==> config.mk <==
export PLATFORM = sky130hd
export DESIGN_NAME = dma_inwin_xlate
export DESIGN_NICKNAME = d
export VERILOG_FILES = /design/src/rtl/dmaw_pkg.sv /design/src/rtl/dmaw_regfile.sv /design/src/rtl/dmaw_match.sv /design/src/rtl/dmaw_pick.sv /design/src/rtl/dma_inwin_xlate.sv
export SDC_FILE = /design/constraint.sdc
export NUM_CORES = 2
export LEC_CHECK = 0
export CAP_MARGIN = 20
export CORE_ASPECT_RATIO = 0.7
export CORE_MARGIN = 4
export CORE_UTILIZATION = 50
export CTS_BUF_LIST = sky130_fd_sc_hd__clkbuf_8 sky130_fd_sc_hd__clkbuf_16
export DETAILED_ROUTE_END_ITERATION = 10
export GPL_ROUTABILITY_DRIVEN = 0
export PLACE_DENSITY = 0.69
export REMOVE_ABC_BUFFERS = 1
export SLEW_MARGIN = 20
export SYNTH_ARGS = -nofsm -noshare
export SYNTH_HDL_FRONTEND = slang
export SYNTH_SLANG_ARGS = --single-unit
==> constraint.sdc <==
create_clock -name clk -period 8.5 [get_ports clk]
set_input_delay 1.7 -clock clk [delete_from_list [all_inputs] [get_ports clk]]
set_output_delay 1.7 -clock clk [all_outputs]
set_load 0.005 [all_outputs]
==> src/rtl/dmaw_pkg.sv <==
package dmaw_pkg;
  localparam int NWIN   = 3;
  localparam int IW     = 2;
  localparam int OFF_W  = 8;

  // register offsets, one byte each, indexed by window
  localparam logic [NWIN-1:0][OFF_W-1:0] OFF_SLO = {8'hB0, 8'hA4, 8'h98};
  localparam logic [NWIN-1:0][OFF_W-1:0] OFF_BLO = {8'hB4, 8'hA8, 8'h9C};
  localparam logic [NWIN-1:0][OFF_W-1:0] OFF_BHI = {8'hB8, 8'hAC, 8'hA0};
  localparam logic [NWIN-1:0][OFF_W-1:0] OFF_SHI = {8'hFC, 8'h00, 8'hF8};
  localparam logic [NWIN-1:0]            HAS_SHI = 3'b101;
  localparam logic [OFF_W-1:0]           OFF_STAT = 8'hE0;
endpackage

==> src/rtl/dmaw_regfile.sv <==
module dmaw_regfile
  import dmaw_pkg::*;
#(
  parameter int DATA_W = 32,
  localparam int AW    = 2 * DATA_W
) (
  input  logic                       clk,
  input  logic                       rst,
  input  logic                       wr_en,
  input  logic                       rd_en,
  input  logic [OFF_W-1:0]           addr,
  input  logic [DATA_W-1:0]          wdata,
  output logic [DATA_W-1:0]          rdata,
  output logic [NWIN-1:0][AW-1:0]    mask_o,
  output logic [NWIN-1:0][AW-1:0]    base_o
);
  logic [NWIN-1:0][DATA_W-1:0] msk_lo, msk_hi, bas_lo, bas_hi;
  logic [DATA_W-1:0]           stat_q;
  logic [DATA_W-1:0]           rd_mux;

  for (genvar w = 0; w < NWIN; w++) begin : g_win
    always_ff @(posedge clk) begin
      if (rst) begin
        msk_lo[w] <= '0;
        bas_lo[w] <= '0;
        bas_hi[w] <= '0;
      end else if (wr_en) begin
        if (addr == OFF_SLO[w]) msk_lo[w] <= wdata;
        if (addr == OFF_BLO[w]) bas_lo[w] <= wdata;
        if (addr == OFF_BHI[w]) bas_hi[w] <= wdata;
      end
    end

    if (HAS_SHI[w]) begin : g_shi
      always_ff @(posedge clk) begin
        if (rst)                               msk_hi[w] <= '1;
        else if (wr_en && addr == OFF_SHI[w])  msk_hi[w] <= wdata;
      end
    end else begin : g_fixed
      assign msk_hi[w] = '1;
    end

    assign mask_o[w] = {msk_hi[w], msk_lo[w]};
    assign base_o[w] = {bas_hi[w], bas_lo[w]};
  end

  always_ff @(posedge clk) begin
    if (rst)                          stat_q <= '0;
    else if (wr_en && addr == OFF_STAT) stat_q <= wdata;
  end

  always_comb begin
    rd_mux = '0;
    for (int w = 0; w < NWIN; w++) begin
      if (addr == OFF_SLO[w]) rd_mux = msk_lo[w];
      if (addr == OFF_BLO[w]) rd_mux = bas_lo[w];
      if (addr == OFF_BHI[w]) rd_mux = bas_hi[w];
      if (HAS_SHI[w] && addr == OFF_SHI[w]) rd_mux = msk_hi[w];
    end
    if (addr == OFF_STAT) rd_mux = stat_q;
  end

  always_ff @(posedge clk) begin
    if (rst)  rdata <= '0;
    else      rdata <= rd_en ? rd_mux : '0;
  end
endmodule

==> src/rtl/dmaw_match.sv <==
module dmaw_match #(
  parameter int AW = 64
) (
  input  logic [AW-1:0] mask,
  input  logic [AW-1:0] base,
  input  logic [AW-1:0] addr,
  output logic          hit,
  output logic [AW-1:0] laddr
);
  localparam logic [AW-1:0] LOW_RSV = AW'(7);

  logic [AW-1:0] eff;
  logic [AW-1:0] size;

  always_comb begin
    eff   = mask & ~LOW_RSV;
    size  = ~eff + AW'(1);
    hit   = mask[0] && ((eff == '0) || (addr < size));
    laddr = base + addr;
  end
endmodule

==> src/rtl/dmaw_pick.sv <==
module dmaw_pick #(
  parameter int NW = 3,
  parameter int IW = 2,
  parameter int AW = 64
) (
  input  logic [NW-1:0]         hits,
  input  logic [NW-1:0][AW-1:0] laddrs,
  output logic                  any,
  output logic [IW-1:0]         idx,
  output logic [AW-1:0]         laddr
);
  always_comb begin
    any   = 1'b0;
    idx   = '0;
    laddr = '0;
    for (int w = NW - 1; w >= 0; w--) begin
      if (hits[w]) begin
        any   = 1'b1;
        idx   = IW'(w);
        laddr = laddrs[w];
      end
    end
  end
endmodule

==> src/rtl/dma_inwin_xlate.sv <==
module dma_inwin_xlate
  import dmaw_pkg::*;
#(
  parameter int DATA_W = 32,
  localparam int AW    = 2 * DATA_W
) (
  input  logic              clk,
  input  logic              rst,
  input  logic              reg_wr,
  input  logic              reg_rd,
  input  logic [OFF_W-1:0]  reg_addr,
  input  logic [DATA_W-1:0] reg_wdata,
  output logic [DATA_W-1:0] reg_rdata,
  input  logic              lk_valid,
  input  logic [AW-1:0]     lk_addr,
  output logic              rsp_valid,
  output logic              rsp_hit,
  output logic              rsp_miss,
  output logic [IW-1:0]     rsp_win,
  output logic [AW-1:0]     rsp_laddr
);
  logic [NWIN-1:0][AW-1:0] masks, bases, laddrs;
  logic [NWIN-1:0]         hits;
  logic                    any_hit;
  logic [IW-1:0]           sel_idx;
  logic [AW-1:0]           sel_laddr;

  dmaw_regfile #(.DATA_W(DATA_W)) u_regs (
    .clk(clk), .rst(rst), .wr_en(reg_wr), .rd_en(reg_rd),
    .addr(reg_addr), .wdata(reg_wdata), .rdata(reg_rdata),
    .mask_o(masks), .base_o(bases)
  );

  for (genvar w = 0; w < NWIN; w++) begin : g_match
    dmaw_match #(.AW(AW)) u_match (
      .mask(masks[w]), .base(bases[w]), .addr(lk_addr),
      .hit(hits[w]), .laddr(laddrs[w])
    );
  end

  dmaw_pick #(.NW(NWIN), .IW(IW), .AW(AW)) u_pick (
    .hits(hits), .laddrs(laddrs),
    .any(any_hit), .idx(sel_idx), .laddr(sel_laddr)
  );

  always_ff @(posedge clk) begin
    if (rst) begin
      rsp_valid <= 1'b0;
      rsp_hit   <= 1'b0;
      rsp_miss  <= 1'b0;
      rsp_win   <= '0;
      rsp_laddr <= '0;
    end else begin
      rsp_valid <= lk_valid;
      rsp_hit   <= lk_valid & any_hit;
      rsp_miss  <= lk_valid & ~any_hit;
      rsp_win   <= (lk_valid & any_hit) ? sel_idx : '0;
      rsp_laddr <= (lk_valid & any_hit) ? sel_laddr : '0;
    end
  end
endmodule

==> impl_summary.txt <==
----------------------------------------------------
[Outcome]
  Run status ... finished, final reports clean

[Global routing]
  Number of global-route vias before repair ... 34,200
  Overflow after GRT ... 0
  Tot GR Track Use ... 0.400
  First-pass GRT wire length ... 229,000 um
  Pin count of the biggest net entering global routing ... 229
  Number of antenna violations at the first check in global routing ... 17

[Synth]
  Async set or reset register ratio after synthesis ... 0
  Netlist area before placement ... 35,600 um^2
  Post-synthesis simple-gate area fraction ... 0.228
  Most used flip-flop cell after synthesis ... sky130_fd_sc_hd__dfxtp_1
  Top post-synthesis cells by area ... sky130_fd_sc_hd__dfxtp_1, sky130_fd_sc_hd__ha_1, sky130_fd_sc_hd__a21oi_1
  Mapped Cells ... 4,861
  Count of different cell masters after synthesis ... 77
  Multiplexer area fraction after synthesis ... 0.00225
  XOR/XNOR Fraction of Synth Area ... 0.0772
  Area share of fa/ha/maj cells after synthesis ... 0.123
  Sequential fraction of the synthesis area ... 0.273
  Compound-cell area share of the yosys netlist ... 0.258
  Cell type with the highest aggregate area in the netlist ... sky130_fd_sc_hd__dfxtp_1
  Number of synthesized flops with an enable pin ... 0
  Area share of the leading cell type in the synthesized netlist ... 0.273
  Average footprint of a synthesized cell ... 7.33 um^2
  Number of warnings issued by yosys ... 0
  #FFs+latches synth ... 485
  Largest family of logic cells by synthesized area ... compound AO/OA/AOI/OAI gates

[Drt]
  DRC violation total after the first TritonRoute iteration ... 7,614
  Total number of vias ... 39,100
  Total DRC errors in the routed layout ... 0
  Total detailed-routing wirelength ... 159,000 um
  Via-per-instance ratio ... 6.68
  Drt wl/cell ... 27.2 um
  Initial DRT Pass Iterations ... 10
  Residual antenna-violating net count after detailed routing ... 0

[Die]
  Number of primary I/O pins ... 210
  Area of the core region ... 70,200 um^2
  Die Span X ... 327 um
  Total Die Area ... 75,600 um^2
  Die Height ... 231 um
  Initial cell density of the core ... 0.507
  FP Rows ... 81

[Power and ir drop]
  Sequential fraction of design power ... 0.416
  Power density of the placed cells ... 137 nW/um^2
  Worst IR drop on VDD ... 144 uV
  Share of power burned in the clock network ... 0.470
  Internal power consumption ... 3.95 mW
  Net switching power of the design ... 1.53 mW
  Share of total power consumed by net switching ... 0.279
  Combinational fraction of design power ... 0.113
  Lkg Pwr ... 15.9 nW

[Worst setup path]
  CP max stage delay ... 0.66 ns
  Family with the most delay on the worst path ... simple AND/OR/NAND/NOR gates
  Launch point of the worst reg-to-reg path ... u_regs.mask_o[16]
  Capturing element type of the critical path ... register
  Cell count along the critical path ... 26
  Depth of the worst register-to-register path ... 26
  Cell type with the highest occurrence count on the critical path ... sky130_fd_sc_hd__nor3_1
  Setup slack of the most critical reg-to-reg path ... 1.33 ns
  Master of the slowest instance on the critical path ... sky130_fd_sc_hd__a41oi_4
  CP Data Arrival Time ... 7.67 ns
  Worst path bufs/invs ... 1
  Critical path class ... register to register
  Kind of launch point of the worst setup path ... register
  CP max FO ... 29
  Critical path required time ... 9.00 ns
  Beginning of the critical path ... u_regs.mask_o[16]
  Worst setup path endpoint ... rsp_laddr[52]
  Reg-to-reg critical path endpoint ... rsp_laddr[52]

[Clocking]
  Source-to-sink clock delay at the later pin of the worst-skew pair ... 0.68 ns
  Total clock sinks ... 485
  Cts repair resizes ... 0
  Hold-fix buffers, CTS ... 0
  H-tree levels ... 2
  Clock slew at the register clock pins of the worst setup and hold paths ... 0.06 ns
  Maximum clock path buffer count ... 3
  Clk Tree Root Cell ... sky130_fd_sc_hd__clkbuf_16
  Number of post-CTS setup repair buffers ... 0
  CTS tree ... done
  Clock buffer count from CTS ... 52

[STA]
  Worst slack on hold paths ... 0.457 ns
  Shortest period the worst path allows ... 7.17 ns
  Setup violations, final ... 0
  Unrepaired setup endpoints after global routing ... no
  Worst Tran Pin Value ... 1.18 ns
  Final period utilization ... 0.843
  Final TNS setup ... 0 ns
  Highest Clock Rate ... 140 MHz
  Largest clock skew in the final design ... 0.0562 ns
  Max-slew violation count ... 0
  Worst slew margin relative to its limit ... 0.210
  Final Hold Viols ... 0

[Cells and area]
  Filler Cells Inserted ... 6,577
  Final layout net count ... 5,313
  Synth-to-layout area growth ... 12.5%
  Layout cell share with drive strength beyond 1 ... 0.0386

[Placement]
  Count of input and output buffers ... 209
  DP Wirelength ... 121,000 um

[Job]
  Maximum capacitance violations ... 0

[Worst hold path]
  Tightest Hold Check Type ... register to register

----------------------------------------------------
-- routing by layer --
layer,up-vias,track usage,part of all wire
met3,460,0.210,0.20
met2,3016,0.522,0.37
li1,17400,-,-
met5,-,0,0.0015
met4,28,0.111,0.032
met1,18200,0.565,0.39
-- worst min path at each step --
stage                        end  depth (start not counted)              start
2_1_floorplan   u_regs.mask_o[1]                          2   u_regs.mask_o[1]
3_3_place_gp   u_regs.stat_q[28]                          2  u_regs.stat_q[28]
3_5_place_dp   u_regs.stat_q[15]                          2  u_regs.stat_q[15]
4_1_cts        u_regs.stat_q[15]                          2  u_regs.stat_q[15]
5_1_grt        u_regs.stat_q[25]                          2  u_regs.stat_q[25]
6_report       u_regs.stat_q[15]                          2  u_regs.stat_q[15]
-- cell usage after synthesis (26+ instances only) --
cell and number:
sky130_fd_sc_hd__xnor2_1 147, sky130_fd_sc_hd__nand4_1 72, sky130_fd_sc_hd__o21bai_1 35, sky130_fd_sc_hd__a211oi_1 29
sky130_fd_sc_hd__a222oi_1 31, sky130_fd_sc_hd__a21oi_1 725, sky130_fd_sc_hd__nand3_1 171, sky130_fd_sc_hd__a22oi_1 53
sky130_fd_sc_hd__nor3_1 92, sky130_fd_sc_hd__clkbuf_1 294, sky130_fd_sc_hd__inv_1 60, sky130_fd_sc_hd__o21ai_0 185
sky130_fd_sc_hd__a21o_1 176, sky130_fd_sc_hd__ha_1 344, sky130_fd_sc_hd__dfxtp_1 485, sky130_fd_sc_hd__o21a_1 26
sky130_fd_sc_hd__a31oi_1 78, sky130_fd_sc_hd__xor2_1 167, sky130_fd_sc_hd__or3_1 27, sky130_fd_sc_hd__a221oi_1 36
sky130_fd_sc_hd__nand2b_1 36, sky130_fd_sc_hd__nor4_1 45, sky130_fd_sc_hd__nand2_1 928, sky130_fd_sc_hd__nor2_1 328
-- cell families after synthesis --
kind of cell / after synthesis
fa+ha+maj: 347
compound gates: 1509
mux: 8
xor+xnor: 314
buf+inv: 372
flops: 485
simple gates: 1826
-- cells in the final DEF, fill, tap and decap left out, types with 41 or more instances in the layout --
master	n
sky130_fd_sc_hd__nand2_1	922
sky130_fd_sc_hd__nand3_1	171
sky130_fd_sc_hd__xor2_1	167
sky130_fd_sc_hd__clkdlybuf4s50_1	207
sky130_fd_sc_hd__nand4_1	72
sky130_fd_sc_hd__ha_1	344
sky130_fd_sc_hd__nor3_1	84
sky130_fd_sc_hd__nor4_1	41
sky130_fd_sc_hd__a31oi_1	78
sky130_fd_sc_hd__xnor2_1	147
sky130_fd_sc_hd__a21oi_1	725
sky130_fd_sc_hd__a22oi_1	53
sky130_fd_sc_hd__dfxtp_1	485
sky130_fd_sc_hd__buf_4	42
sky130_fd_sc_hd__a21o_1	176
sky130_fd_sc_hd__clkbuf_16	53
sky130_fd_sc_hd__o21ai_0	185
sky130_fd_sc_hd__nor2_1	319
sky130_fd_sc_hd__inv_1	68
-- tightest hold or removal path, delay by kind of cell, from the launching register on --
| family | cells | cell delay (ns) |
|---|---|---|
| flip-flops | 1 | 0.31 |
| AO/OA/AOI/OAI | 1 | 0.05 |
| AND/OR/NAND/NOR | 1 | 0.05 |
-- cell type report --
| type | count | area (um^2) | area share |
|---|---|---|---|
| multi-input combinational | 4004 | 24600 | 0.614 |
| sequential | 485 | 9710 | 0.242 |
| timing repair buffer | 252 | 2430 | 0.0606 |
| clock buffer | 64 | 1480 | 0.0369 |
| tap | 954 | 1190 | 0.0298 |
| clock inverter | 29 | 399 | 0.00996 |
| inverter | 62 | 233 | 0.00581 |
| antenna | 6 | 15.0 | 0.000375 |
-- registers in the layout, summed over array words and instances, names as in the netlist --
register and count:
rsp_hit 1, rsp_laddr 64, rsp_miss 1, rsp_valid 1, rsp_win 2, u_regs.base_o 192, u_regs.mask_o 160, u_regs.rdata 32
u_regs.stat_q 32
-- metrics by stage --
| step | std cells | util | area, um^2 | worst slack, ns | power, mW |
|---|---|---|---|---|---|
| 2_1_floorplan | 4551 | - | 34400 | 1.76 | 2.61 |
| 3_3_place_gp | 5757 | 0.544 | 38200 | 1.58 | 2.91 |
| 3_5_place_dp | 5757 | 0.544 | 38200 | 1.45 | 2.91 |
| 4_1_cts | 5850 | 0.570 | 40100 | 1.40 | 5.42 |
| 5_1_grt | 5852 | 0.570 | 40100 | 0.612 | 5.57 |
| 6_report | 5856 | 0.571 | 40100 | 1.33 | 5.48 |
-- power groups by stage --
stage | Clock, mW | Sequential [mW] | Combinational [mW]
3_5_place_dp | 0 | 2.33 | 0.578
5_1_grt | 2.65 | 2.28 | 0.644
3_3_place_gp | 0 | 2.33 | 0.577
6_report | 2.58 | 2.28 | 0.622
4_1_cts | 2.56 | 2.28 | 0.582
2_1_floorplan | 0 | 2.33 | 0.281
Note: power is estimated with default switching activity, not from simulation.
